<file path="config.mk">
export PLATFORM = sky130hd
export DESIGN_NAME = pwm_frame_decoder
export DESIGN_NICKNAME = d
export VERILOG_FILES = /design/src/rtl/pfd_pkg.sv /design/src/rtl/pfd_run_timer.sv /design/src/rtl/pfd_frame_asm.sv /design/src/rtl/pwm_frame_decoder.sv
export SDC_FILE = /design/constraint.sdc
export NUM_CORES = 1
export LEC_CHECK = 0
export BUFFER_PORTS_ARGS = -buffer_cell sky130_fd_sc_hd__buf_2
export CORE_ASPECT_RATIO = 0.8
export CORE_MARGIN = 2
export CORE_UTILIZATION = 28
export CTS_CLUSTER_DIAMETER = 40
export DETAILED_ROUTE_END_ITERATION = 10
export PLACE_DENSITY = 0.4
export SLEW_MARGIN = 15
export SYNTH_ARGS = -nofsm -noshare
export SYNTH_HDL_FRONTEND = slang
export SYNTH_SLANG_ARGS = --single-unit
</file>
<file path="constraint.sdc">
create_clock -name clk -period 4.46 [get_ports clk]
set_input_delay 0.446 -clock clk [delete_from_list [all_inputs] [get_ports clk]]
set_output_delay 0.446 -clock clk [all_outputs]
set_load 0.01 [all_outputs]
</file>
<file path="src/rtl/pfd_pkg.sv">
package pfd_pkg;
  typedef enum logic [1:0] {
    PK_BAD   = 2'd0,
    PK_SHORT = 2'd1,
    PK_LONG  = 2'd2
  } pkind_e;
endpackage

</file>
<file path="src/rtl/pfd_run_timer.sv">
// Synchronises the line, times each run in ticks, classifies it at the
// closing edge and flags a low run that reaches the gap limit.
module pfd_run_timer
  import pfd_pkg::*;
#(
  parameter int SHORT_MIN_US = 300,
  parameter int SHORT_MAX_US = 500,
  parameter int LONG_MAX_US  = 750,
  parameter int GAP_US       = 2000
) (
  input  logic   clk,
  input  logic   rst_n,
  input  logic   tick_i,
  input  logic   line_i,
  output logic   run_end_o,
  output logic   run_high_o,
  output pkind_e run_kind_o,
  output logic   gap_o
);
  localparam int CW = $clog2(GAP_US + 1);
  localparam logic [CW-1:0] SMIN   = CW'(SHORT_MIN_US);
  localparam logic [CW-1:0] SMAX   = CW'(SHORT_MAX_US);
  localparam logic [CW-1:0] LMAX   = CW'(LONG_MAX_US);
  localparam logic [CW-1:0] GAPC   = CW'(GAP_US);
  localparam logic [CW-1:0] GAP_M1 = CW'(GAP_US - 1);

  logic [2:0]    sync_q;
  logic [CW-1:0] len_q, len_d;
  logic          edge_w;

  assign edge_w = sync_q[1] ^ sync_q[2];

  always_comb begin
    len_d = len_q;
    if (edge_w)                      len_d = tick_i ? CW'(1) : '0;
    else if (tick_i && len_q != GAPC) len_d = len_q + 1'b1;
  end

  always_ff @(posedge clk or negedge rst_n) begin
    if (!rst_n) begin
      sync_q <= '0;
      len_q  <= '0;
    end else begin
      sync_q <= {sync_q[1:0], line_i};
      len_q  <= len_d;
    end
  end

  always_comb begin
    if (len_q >= SMIN && len_q <= SMAX)     run_kind_o = PK_SHORT;
    else if (len_q > SMAX && len_q <= LMAX) run_kind_o = PK_LONG;
    else                                    run_kind_o = PK_BAD;
  end

  assign run_end_o  = edge_w;
  assign run_high_o = sync_q[2];
  assign gap_o      = !edge_w && tick_i && !sync_q[1] && (len_q == GAP_M1);

  // the gap flag fires once per quiet stretch
  a_r6_gap_once: assert property (@(posedge clk) disable iff (!rst_n)
    gap_o |=> !gap_o);
  // a gap is only reported while the line sits low
  a_r6_gap_low: assert property (@(posedge clk) disable iff (!rst_n)
    gap_o |=> !run_high_o || run_end_o);
endmodule

</file>
<file path="src/rtl/pfd_frame_asm.sv">
// Pairs runs into bits, checks preamble, group parity, length and checksum,
// and loads the output fields on acceptance.
module pfd_frame_asm
  import pfd_pkg::*;
#(
  parameter int SYNC_ZEROS = 12,
  parameter int BYTES_MIN  = 5,
  parameter int BYTES_MAX  = 6
) (
  input  logic        clk,
  input  logic        rst_n,
  input  logic        run_end_i,
  input  logic        run_high_i,
  input  pkind_e      run_kind_i,
  input  logic        gap_i,
  output logic        valid_o,
  output logic [15:0] house_o,
  output logic [7:0]  addr_o,
  output logic [15:0] cmd_o,
  output logic        wide_o
);
  localparam int GRP     = 9;
  localparam int SBITS   = SYNC_ZEROS + 1;
  localparam int P_SHORT = 2 * (SBITS + GRP * BYTES_MIN + 1) - 1;
  localparam int P_LONG  = 2 * (SBITS + GRP * BYTES_MAX + 1) - 1;
  localparam int PW      = $clog2(P_LONG + 2);
  localparam int BW      = $clog2(BYTES_MAX + 1);
  localparam logic [PW-1:0] PS      = PW'(P_SHORT);
  localparam logic [PW-1:0] PL      = PW'(P_LONG);
  localparam logic [PW-1:0] SB      = PW'(SBITS);
  localparam logic [PW-1:0] SB_LAST = PW'(SBITS - 1);
  localparam logic [BW-1:0] NB      = BW'(BYTES_MAX);

  typedef enum logic [1:0] {ST_IDLE, ST_RUN, ST_DROP} st_e;

  st_e           st_q, st_d;
  logic [PW-1:0] pcnt_q, pcnt_d, bitn_q, bitn_d;
  pkind_e        first_q, first_d;
  logic [3:0]    gpos_q, gpos_d;
  logic [7:0]    shf_q, shf_d, sum_q, sum_d, last_q, last_d, diff;
  logic          par_q, par_d, bit_ev, bit_v, acc, len_ok;
  logic [BW-1:0] nby_q, nby_d;
  logic [7:0]    byt_q [BYTES_MAX];
  logic [7:0]    byt_d [BYTES_MAX];

  always_comb begin
    st_d = st_q;   pcnt_d = pcnt_q; first_d = first_q; bitn_d = bitn_q;
    gpos_d = gpos_q; shf_d = shf_q; par_d = par_q; nby_d = nby_q;
    sum_d = sum_q; last_d = last_q; byt_d = byt_q;
    bit_ev = 1'b0; bit_v = 1'b0; acc = 1'b0;
    diff   = last_q - (sum_q - last_q + 8'd6);
    len_ok = (pcnt_q == PS) || (pcnt_q == PL);
    if (gap_i) begin
      st_d = ST_IDLE;
      acc  = (st_q == ST_RUN) && len_ok && (diff <= 8'd2);
    end else if (run_end_i) begin
      case (st_q)
        ST_IDLE: if (run_high_i) begin
          pcnt_d = PW'(1); first_d = run_kind_i; bitn_d = '0; gpos_d = '0;
          shf_d = '0; par_d = 1'b0; nby_d = '0; sum_d = '0; last_d = '0;
          st_d = (run_kind_i == PK_BAD) ? ST_DROP : ST_RUN;
        end
        ST_RUN: if (run_kind_i == PK_BAD || pcnt_q == PL) st_d = ST_DROP;
        else begin
          pcnt_d = pcnt_q + 1'b1;
          if (run_high_i)                first_d = run_kind_i;
          else if (run_kind_i != first_q) st_d = ST_DROP;
          else begin
            bit_ev = 1'b1;
            bit_v  = (run_kind_i == PK_LONG);
          end
        end
        default: ;
      endcase
    end
    if (bit_ev) begin
      bitn_d = bitn_q + 1'b1;
      if (bitn_q < SB) begin
        if (bit_v != (bitn_q == SB_LAST)) st_d = ST_DROP;
      end else if (gpos_q == 4'd8) begin
        if (par_q ^ bit_v) st_d = ST_DROP;
        else if (nby_q < NB) begin
          byt_d[nby_q] = shf_q;
          sum_d  = sum_q + shf_q;
          last_d = shf_q;
          nby_d  = nby_q + 1'b1;
        end
        gpos_d = '0;
        par_d  = 1'b0;
      end else begin
        shf_d  = {shf_q[6:0], bit_v};
        par_d  = par_q ^ bit_v;
        gpos_d = gpos_q + 1'b1;
      end
    end
  end

  always_ff @(posedge clk or negedge rst_n) begin
    if (!rst_n) begin
      st_q <= ST_IDLE; pcnt_q <= '0; first_q <= PK_BAD; bitn_q <= '0;
      gpos_q <= '0; shf_q <= '0; par_q <= 1'b0; nby_q <= '0;
      sum_q <= '0; last_q <= '0;
      for (int i = 0; i < BYTES_MAX; i++) byt_q[i] <= '0;
    end else begin
      st_q <= st_d; pcnt_q <= pcnt_d; first_q <= first_d; bitn_q <= bitn_d;
      gpos_q <= gpos_d; shf_q <= shf_d; par_q <= par_d; nby_q <= nby_d;
      sum_q <= sum_d; last_q <= last_d;
      for (int i = 0; i < BYTES_MAX; i++) byt_q[i] <= byt_d[i];
    end
  end

  always_ff @(posedge clk or negedge rst_n) begin
    if (!rst_n) begin
      valid_o <= 1'b0; house_o <= '0; addr_o <= '0; cmd_o <= '0; wide_o <= 1'b0;
    end else begin
      valid_o <= acc;
      if (acc) begin
        house_o <= {byt_q[0], byt_q[1]};
        addr_o  <= byt_q[2];
        wide_o  <= (pcnt_q == PL);
        cmd_o   <= (pcnt_q == PL) ? {byt_q[3], byt_q[4]} : {8'h00, byt_q[3]};
      end
    end
  end

  // one-cycle strobe
  a_r8_valid_single: assert property (@(posedge clk) disable iff (!rst_n)
    valid_o |=> !valid_o);
  // acceptance only follows a gap
  a_r6_valid_after_gap: assert property (@(posedge clk) disable iff (!rst_n)
    valid_o |-> $past(gap_i));
  // fields hold between accepted frames
  a_r8_fields_hold: assert property (@(posedge clk) disable iff (!rst_n)
    !valid_o |-> $stable(house_o) && $stable(addr_o) && $stable(cmd_o));
  // a low run never opens a frame
  a_r2_low_no_start: assert property (@(posedge clk) disable iff (!rst_n)
    (st_q == ST_IDLE && run_end_i && !run_high_i && !gap_i) |=> st_q == ST_IDLE);
endmodule

</file>
<file path="src/rtl/pwm_frame_decoder.sv">
module pwm_frame_decoder
  import pfd_pkg::*;
#(
  parameter int SHORT_MIN_US = 300,
  parameter int SHORT_MAX_US = 500,
  parameter int LONG_MAX_US  = 750,
  parameter int GAP_US       = 2000,
  parameter int SYNC_ZEROS   = 12,
  parameter int BYTES_MIN    = 5,
  parameter int BYTES_MAX    = 6
) (
  input  logic        clk,
  input  logic        rst_n,
  input  logic        tick_us,
  input  logic        rx_data,
  output logic        frame_valid,
  output logic [15:0] house_code,
  output logic [7:0]  address,
  output logic [15:0] command,
  output logic        command_wide
);
  logic   run_end, run_high, gap;
  pkind_e run_kind;

  pfd_run_timer #(
    .SHORT_MIN_US(SHORT_MIN_US), .SHORT_MAX_US(SHORT_MAX_US),
    .LONG_MAX_US(LONG_MAX_US),   .GAP_US(GAP_US)
  ) u_timer (
    .clk(clk), .rst_n(rst_n), .tick_i(tick_us), .line_i(rx_data),
    .run_end_o(run_end), .run_high_o(run_high), .run_kind_o(run_kind), .gap_o(gap)
  );

  pfd_frame_asm #(
    .SYNC_ZEROS(SYNC_ZEROS), .BYTES_MIN(BYTES_MIN), .BYTES_MAX(BYTES_MAX)
  ) u_asm (
    .clk(clk), .rst_n(rst_n), .run_end_i(run_end), .run_high_i(run_high),
    .run_kind_i(run_kind), .gap_i(gap), .valid_o(frame_valid),
    .house_o(house_code), .addr_o(address), .cmd_o(command), .wide_o(command_wide)
  );
endmodule

</file>
# --- Word level (Yosys, flattened, before mapping) ---
# Cells that the tools add are included.
word_totals:
  inputBits: 4
  reg_bits: 156
  word_cells: 178
  output_inout_bits: 42
op_classes:
  add_sub_neg: 9
  n_bitwise: 6
  reduce_logical: 24
  n_eq_ne: 13
  n_mux: 94
  n_lt_le_gt_ge: 9
op_table:
  columns: ["cell", "count"]
  rows:
  - ["two-way mux 8 bit", 33]
  - ["bitwise mux 48 bit", 1]
  - ["two-way mux 2 bit", 16]
  - ["two-way mux 4 bit", 7]
  - ["two-way mux 3 bit", 9]
  - ["demux 8 bit (select 3 bit)", 1]
  - ["two-way mux 11 bit", 2]
  - ["two-way mux 1 bit", 21]
  - ["adder 8 x 1 -> 8 bit, second input constant", 2]
  - ["two-way mux 16 bit", 1]
  - ["one-hot mux 8 bit (2 select lines)", 1]
  - ["subtractor 8 bit", 2]
  - ["adder 11 x 1 -> 11 bit, second input constant", 1]
  - ["== test 11 bit, second input constant", 1]
  - [">= comparator 11 x 9 -> 1 bit, second input constant", 1]
  - ["> comparator 11 x 9 -> 1 bit, second input constant", 1]
  - ["<= comparator 11 x 10 -> 1 bit, second input constant", 1]
  - ["<= comparator 11 x 9 -> 1 bit, second input constant", 1]
  - ["inequality test 11 bit, second input constant", 1]
  - ["AND reduction 5 bit", 2]
  - ["nonzero test 2 bit", 5]
  - ["logical AND 1 bit", 9]
  - ["adder 8 x 3 -> 8 bit, second input constant", 1]
  - ["adder 8 bit", 1]
  - ["25 further kinds", 34]

# --- Depth between registers and ports, before layout ---
# Gate-level depths: netlist of the first run.
depth:
  word_depth: 16
  mapped_depth: 15

# --- Cells and area by module ---
# A second synthesis of the first run with hierarchy kept.
hier_totals:
  hier_cells: 641
  hier_area_um2: 7290.7
modules_own_cells:
  columns: ["mod", "area_per_inst_um2", "cells_each", "seq_area_each_um2", "instances"]
  rows:
  - ["pfd_frame_asm", 6459.9, 556, 3328.2, 1]
  - ["pfd_run_timer", 830.8, 85, 350.3, 1]

# --- Least setup slack after synthesis of the first run ---
# OpenSTA, ideal clock, no wires.
synth_timing:
  path_kind: "register to register"
  startpoint: "register u_asm.sum_q[1]"
  endpoint: "register u_asm.cmd_o[13]"
  setup_ns: 0.083
  synth_period_minus_slack_ns: 3.131
  setup_slack_ns: 1.329
  stages_incl_launch_ff: 14
  t_required_ns: 4.377
  arrival_ns: 3.048
  cell_sequence: "dfrtp_1 ha_1 inv_1 ha_1 inv_1 fa_1 o21ai_0 a2111oi_0 nand4_1 nor3_1 clkbuf_1 clkbuf_1 nand3_1 o21ai_0"
synth_via:
  elab_chain_len: 6
synth_rtl:
  columns: ["item", "line", "rtl"]
  rows:
  - ["start: declaration", "pfd_frame_asm.sv:40", "logic [7:0] shf_q, shf_d, sum_q, sum_d, last_q, last_d, diff;"]
  - ["start signal: assignment", "pfd_frame_asm.sv:107", "sum_q <= sum_d; last_q <= last_d;"]
  - ["subtractor 8 bit", "pfd_frame_asm.sv:51", "diff = last_q - (sum_q - last_q + 8'd6);"]
  - ["adder 8 x 3 -> 8 bit", "pfd_frame_asm.sv:51", null]
  - ["subtractor 8 bit", "pfd_frame_asm.sv:51", null]
  - ["<= comparator 8 x 2 -> 1 bit", "pfd_frame_asm.sv:55", "acc = (st_q == ST_RUN) && len_ok && (diff <= 8'd2);"]
  - ["logical AND 1 bit", "pfd_frame_asm.sv:55", null]
  - ["two-way mux 1 bit", "pfd_frame_asm.sv:53", "if (gap_i) begin"]
  - ["end signal: assignment", "pfd_frame_asm.sv:121", "cmd_o <= (pcnt_q == PL) ? {byt_q[3], byt_q[4]} : {8'h00, byt_q[3]};"]
  - ["end: declaration", "pfd_frame_asm.sv:19", "output logic [15:0] cmd_o,"]
# Every way passes these cells.
# A chain may end at the register's enable or synchronous reset.

# --- Worst setup path in the final report of the first run ---
layout_timing:
  startpoint: "register u_asm.sum_q[1]"
  endpoint: "register u_asm.addr_o[3]"
layout_via:
  elab_chain_len: 6
layout_rtl:
  columns: ["item", "line", "rtl"]
  rows:
  - ["subtractor 8 bit", "pfd_frame_asm.sv:51", null]
  - ["adder 8 x 3 -> 8 bit", "pfd_frame_asm.sv:51", null]
  - ["subtractor 8 bit", "pfd_frame_asm.sv:51", null]
  - ["<= comparator 8 x 2 -> 1 bit", "pfd_frame_asm.sv:55", null]
  - ["logical AND 1 bit", "pfd_frame_asm.sv:55", null]
  - ["two-way mux 1 bit", "pfd_frame_asm.sv:53", null]
  - ["end signal: assignment", "pfd_frame_asm.sv:119", "addr_o <= byt_q[2];"]
  - ["end: declaration", "pfd_frame_asm.sv:18", "output logic [7:0] addr_o,"]
# Every way passes these cells.

==> results of run 1 <==
-- metal layers --
metal	routed length [um]	up-vias	GRT usage (%)	share of wire, %
li1	-	2443	-	-
met1	8590	2465	18.5	53
met2	7130	72	19.0	44
met3	414	10	2.45	2.5
met4	181	0	3.93	1.1
met5	0	-	0	0
-- synth_stat cells, drive strengths merged, types with 3 or more instances --
master	n	area (um^2)
nand4	13	111
a21o	3	22.5
inv	54	203
a31oi	4	25.0
nor3	14	70.1
nand2	44	165
clkbuf	16	60.1
nor2	47	193
nand3	37	210
or2	3	18.8
nor2b	5	31.3
mux2	66	773
and2	9	57.6
dfrtp	147	3680
nor4	5	31.3
xnor2	16	140
xor2	10	87.6
and3	4	25.0
o31ai	10	75.1
or3	9	61.3
o21ai	43	215
nand2b	6	37.5
ha	31	388
buf	8	58.8
mux2i	9	93.8
a221o	3	30.0
a21oi	25	125
-- power groups by stage --
stage	registers, mW	logic (mW)	clock network [mW]
finish	1.38	0.107	1.38
global placement	1.41	0.108	0
global route	1.39	0.124	1.50
detailed placement	1.41	0.109	0
CTS	1.38	0.110	1.44
floorplan	1.39	0.0719	0
-- worst max-delay path: cells and delay by family, from the launching register on --
family,cells,cell delay (ps)
adder cells (fa/ha/maj),3,960
buffers and inverters,3,660
AO/OA/AOI/OAI,2,650
flip-flops,1,420
multiplexers,1,410
AND/OR/NAND/NOR,2,320
-- sequential cells by signal, indices dropped and copies added (netlist names), 8 cells and up --
signal	count
u_asm.addr_o	8
u_asm.bitn_q	8
u_asm.byt_q	40
u_asm.cmd_o	16
u_asm.house_o	16
u_asm.pcnt_q	8
u_asm.shf_q	8
u_asm.sum_q	8
u_timer.len_q	11
-- kinds of logic after synthesis --
family / share of synthesized area [%]
AND/OR/NAND/NOR: 15.2
flip-flops: 50.3
AO/OA/AOI/OAI: 9.37
buffers and inverters: 4.39
multiplexers: 11.9
adder cells (fa/ha/maj): 5.85
XOR/XNOR: 3.11
-- worst min path at each step --
stage	to	cells past startpoint
2_1_floorplan	u_asm.addr_o[0]	0
3_3_place_gp	u_timer.sync_q[1]	0
3_5_place_dp	u_timer.sync_q[1]	0
4_1_cts	u_timer.sync_q[0]	1
5_1_grt	u_timer.sync_q[0]	1
6_report	u_asm.bitn_q[7]	1
-- layout make-up --
type | instances | area, um^2 | share of cell area [%]
flip-flops and latches | 147 | 3680 | 43.3
multi-input cells | 448 | 3330 | 39.2
well taps | 351 | 439 | 5.17
clock buffers | 18 | 429 | 5.06
repair buffers | 50 | 269 | 3.17
inverters | 54 | 203 | 2.39
clock inverters | 14 | 143 | 1.68
==> results.py, run 1 <==
metrics = {
    "cells_and_area": {
        "fin_util_pct": 33.3,
        "final_common_cell": "dfrtp_1",
        "drive_gt1_share_pct": 22.8,
        "final_cell_mix": "147 x dfrtp_1, 58 x mux2_2, 54 x inv_1",
        "post-route-cell-area_um2": 8490,
        "antenna_cells": 0,
        "fillers": 2616,
        "final_cells": 1082,
        "fin_nets": 755,
        "area_delta_synth_final_pct": 16.0,
    },
    "yosys": {
        "yosysUniqueCellTypes": 66,
        "synth_seq_cells": 147,
        "synth_ff_type": "dfrtp_1",
        "syn_area_um2": 7320,
        "syn_inst": 673,
        "syn_avg_cell_area_um2": 10.9,
        "yosys_warnings": 0,
        "synth_seq_area_share_pct": 50.3,
        "synth.net_count": 710,
        "synth_edf_count": 0,
        "synth-async-reset-ratio_pct": 100,
    },
    "worst_setup_path": {
        "worstPathMaxFanout": 57,
        "cp_data_required_time_ps": 4770,
        "endpoint": "u_asm.addr_o[3]",
        "reg2reg_depth": 11,
        "max_stage_delay_ps": 580,
        "crit_type": "register to register",
        "worst_setup_path_start_kind": "register",
        "slowest_stage": "a2111oi_0",
        "rrSetupSlack_ps": 900,
        "crit_chain": "ha_1, inv_1, ha_1, inv_1, fa_1, o21ai_0, a2111oi_0, nand4_1, nor3_2, buf_4, mux2_2",
        "regToRegStartpoint": "u_asm.sum_q[1]",
        "cp-end-kind": "register",
        "crit_start": "u_asm.sum_q[1]",
        "timing.rr.end": "u_asm.addr_o[3]",
        "critical_path_arrival_ps": 3870,
    },
    "timing": {
        "finalClockSkew_ps": 15.0,
        "min_period_ps": 3560,
        "fin_tns_setup_ps": 0,
        "setup_ws_ps": 903,
        "period_share_pct": 79.8,
        "fmaxAchievable_ghz": 0.281,
        "finalSetupViolCount": 0,
        "tightest_slew_ps": 1070,
        "whs_ps": 110,
        "finalHoldViolCount": 0,
        "rsz0062_at_grt": "no",
        "slew_headroom_pct": 28.7,
        "drv_slew": 0,
    },
    "cts": {
        "htreeDepth": 4,
        "postCtsHoldBufs": 0,
        "cts_buffers": 17,
        "clk_latency_ps": 420,
        "clockBufferDepth": 2,
        "cts-root-buf": "clkbuf_16",
        "cts_tree": "yes",
        "clk_pin_slew_ps": 70,
        "post_cts_buffers": 0,
        "cts_resized": 0,
        "cts.sinks": 147,
    },
    "placement": {
        "dp_slack_ps": 934,
        "hpwl_um": 11000,
        "place_congestion": 0.738,
        "post_dp_cell_area_um2": 7920,
        "place_inst": 1050,
        "io_buffers": 45,
    },
    "grt": {
        "grtUsageTotal_pct": 12.7,
        "grt_pass1_wl_um": 27100,
        "grt_pass1_vias": 4990,
        "grt_max_degree": 98,
        "grt_overflow": 0,
        "antenna_found_initial": 1,
    },
    "power_and_ir_drop": {
        "p_total_mw": 2.87,
        "powerDensity_nw_per_um2": 338,
        "irDropWorstVdd_mv": 0.246,
        "leakagePower_nw": 3.98,
        "seq_power_share_pct": 48.1,
        "switchingPower_uw": 743,
        "p_int_mw": 2.13,
        "p_comb_share_pct": 3.7,
        "swShare_pct": 25.9,
        "clkPwrFrac_pct": 48.1,
    },
    "floorplanning": {
        "die_h_um": 149,
        "core_um2": 25500,
        "die-area_um2": 27400,
        "ioPinCount": 46,
        "fp.dieW_um": 185,
        "row_count": 52,
        "initial_core_util_pct": 28.7,
    },
    "routing": {
        "routed_wirelength_um": 16300,
        "viasPerCell": 4.61,
        "drc": 0,
        "num_vias": 4990,
        "post_drt_wl_per_cell_um": 15.1,
        "first_pass_iters": 4,
        "drt_iter0_markers": 357,
        "ant_nets": 0,
    },
    "status": {
        "status": "finished, final reports clean",
    },
    "flow_run": {
        "cap_violations": 0,
    },
    "worst_hold_path": {
        "hp-class": "input port to asynchronous set/reset pin",
    },
}
Note: power is estimated with default switching activity, not from simulation.
==> run 2: changes to the inputs <==
--- a/config.mk
+++ b/config.mk
@@ -5,6 +5,7 @@
 export SDC_FILE = /design/constraint.sdc
 export NUM_CORES = 1
 export LEC_CHECK = 0
+export ABC_AREA = 1
 export BUFFER_PORTS_ARGS = -buffer_cell sky130_fd_sc_hd__buf_2
 export CORE_ASPECT_RATIO = 0.8
 export CORE_MARGIN = 2
==> constraint.sdc (replaced) <==
create_clock -name clk -period 3.65 [get_ports clk]
set_input_delay 0.365 -clock clk [delete_from_list [all_inputs] [get_ports clk]]
set_output_delay 0.365 -clock clk [all_outputs]
set_load 0.01 [all_outputs]
==> results.py, run 2 <==
metrics = {
    "routing": {
        "first_pass_iters": 4,
        "post_drt_wl_per_cell_um": 15.0,
        "drc": 0,
        "num_vias": 5903,
        "drt_iter0_markers": 362,
        "routed_wirelength_um": 19700,
        "viasPerCell": 4.49,
        "ant_nets": 0,
    },
    "cells_and_area": {
        "antenna_cells": 0,
        "area_delta_synth_final_pct": 16.2,
        "largest_register_ff_count": 40,
        "final_cell_mix": "255 x nand2_1, 147 x dfrtp_1, 103 x inv_1",
        "reg.largest.list": "u_asm.byt_q: 40 flops, u_asm.cmd_o: 16 flops, u_asm.house_o: 16 flops",
        "drive_gt1_share_pct": 13.0,
        "final_common_cell": "nand2_1",
        "top_register": "u_asm.byt_q",
        "fin_nets": 982,
        "fin_util_pct": 33.2,
    },
    "timing": {
        "period_share_pct": 79.4,
        "fin_tns_setup_ps": 0,
        "tightest_slew_ps": 1020,
        "min_period_ps": 2900,
        "whs_ps": 47.0,
        "drv_slew": 0,
        "finalSetupViolCount": 0,
        "rsz0062_at_grt": "no",
        "finalClockSkew_ps": 14.3,
        "slew_headroom_pct": 31.4,
        "finalHoldViolCount": 0,
        "fmaxAchievable_ghz": 0.345,
    },
    "power_and_ir_drop": {
        "powerDensity_nw_per_um2": 401,
        "leakagePower_nw": 4.43,
        "irDropWorstVdd_mv": 0.293,
        "p_total_mw": 3.51,
    },
    "grt": {
        "grt_overflow": 0,
        "grt_pass1_vias": 5927,
        "grt_max_degree": 57,
        "grtUsageTotal_pct": 14.9,
        "antenna_found_initial": 0,
        "grt_pass1_wl_um": 32800,
    },
    "worst_setup_path": {
        "worstPathMaxFanout": 32,
        "cp-end-kind": "register",
        "cp_data_required_time_ps": 4000,
        "max_stage_delay_ps": 410,
        "critical_path_arrival_ps": 3250,
        "crit_type": "register to register",
        "worst_setup_path_start_kind": "register",
        "crit_chain": "ha_1, inv_1, ha_1, inv_1, fa_1, nor2_1, a211oi_1, o21ai_0, nand2_1, inv_1, nor3b_1, and3_1, buf_4, nand2_1, o21ai_0",
        "slowest_stage": "dfrtp_1",
        "crit_top_cell": "inv_1",
    },
    "yosys": {
        "synth_seq_cells": 147,
        "synth.net_count": 933,
        "synth_seq_area_share_pct": 48.8,
        "yosys_warnings": 0,
        "yosysUniqueCellTypes": 43,
        "syn_inst": 896,
        "synth_top_area_share_pct": 48.8,
        "synth_top_area_cell": "dfrtp_1",
        "syn_area_um2": 7540,
        "synth_ff_type": "dfrtp_1",
        "yosys-top-cells-area": "dfrtp_1 49%, nand2_1 13%, ha_1 5.1%",
        "syn_avg_cell_area_um2": 8.41,
        "yosysMostFrequentCell": "nand2_1",
        "synth-async-reset-ratio_pct": 100,
        "netlist_top_cells_count": "255 x nand2_1, 147 x dfrtp_1, 103 x inv_1, 59 x nor2_1, 55 x nand3_1",
        "synth_edf_count": 0,
    },
    "placement": {
        "place_congestion": 0.804,
        "hpwl_um": 13600,
        "io_buffers": 45,
    },
    "floorplanning": {
        "ioPinCount": 46,
        "initial_core_util_pct": 28.6,
        "fp.dieW_um": 187,
        "row_count": 53,
        "core_um2": 26400,
        "die-area_um2": 28300,
        "die_h_um": 151,
    },
    "cts": {
        "clockBufferDepth": 2,
        "clk_pin_slew_ps": 60,
        "cts_buffers": 17,
        "htreeDepth": 4,
        "cts-root-buf": "clkbuf_16",
        "cts.sinks": 147,
        "cts_tree": "yes",
        "clk_latency_ps": 430,
    },
    "flow_run": {
        "cap_violations": 0,
    },
    "worst_hold_path": {
        "hp-class": "input port to register",
    },
    "status": {
        "status": "finished, final reports clean",
    },
}
run 2: cells by family (layout without fill, tap and decap cells):
logic type	after synthesis	after routing	synth area share, %
buf+inv	132	194	7.34
simple gates	455	455	27.5
compound gates	114	114	8.94
xor+xnor	15	15	1.74
flops	147	147	48.8
fa+ha+maj	33	33	5.68
run 2: where the power goes:
| group | internal (mW) | switching [mW] | leakage, nW |
|---|---|---|---|
| registers | 1.63 | 0.00646 | 2.03 |
| logic | 0.0135 | 0.0550 | 2.10 |
| clock network | 1.07 | 0.736 | 0.297 |
| total | 2.71 | 0.797 | 4.43 |
run 2: final timing paths:
kind                                     end  slack [ps]  cells after the start              start
setup / recovery             u_asm.cmd_o[15]         750                     15     u_asm.sum_q[1]
min in group asynchronous    u_asm.pcnt_q[2]         500                      2              rst_n
hold reg to reg            u_timer.sync_q[1]         350                      0  u_timer.sync_q[0]
max in group asynchronous  u_asm.house_o[11]        2320                      3              rst_n
hold / removal             u_timer.sync_q[0]          50                      1            rx_data
setup reg to reg             u_asm.cmd_o[15]         750                     15     u_asm.sum_q[1]
run 2: stage by stage:
step	instance area [um^2]	setup slack (ps)	instances
3_5_place_dp	8150	787	1282
6_report	8760	751	1315
3_3_place_gp	8150	868	1282
5_1_grt	8760	355	1315
4_1_cts	8760	742	1315
2_1_floorplan	7540	882	896
run 2: cell type report:
| type | count | area [um^2] |
|---|---|---|
| Fill cell | 2830 | 17600 |
| Sequential cell | 147 | 3680 |
| Multi-Input combinational cell | 617 | 3310 |
| Clock buffer | 21 | 470 |
| Tap cell | 357 | 447 |
| Inverter | 105 | 394 |
| Timing Repair Buffer | 57 | 337 |
| Clock inverter | 11 | 128 |
run 2: repair_timing:
action                    in CTS  in global routing
setup buffers                  0                  0
hold endpoints to repair      53                  0
hold buffers                   1                  0
resized for setup              0                  0
run 2: routing by layer:
metal | track usage (%) | up-vias | routed length (um)
li1 | - | 3039 | -
met1 | 23.1 | 2788 | 11200
met2 | 20.9 | 66 | 7720
met3 | 2.97 | 10 | 562
met4 | 3.66 | 0 | 159
met5 | 0 | - | 0
run 2: critical path: cells and delay by family, from the launching register on:
kind / cells / cell delay [ps]
adders and majority gates: 3 / 710
DFF: 1 / 410
AOI/OAI and AO/OA: 3 / 500
buffers and inverters: 4 / 550
and+or+nand+nor: 5 / 630
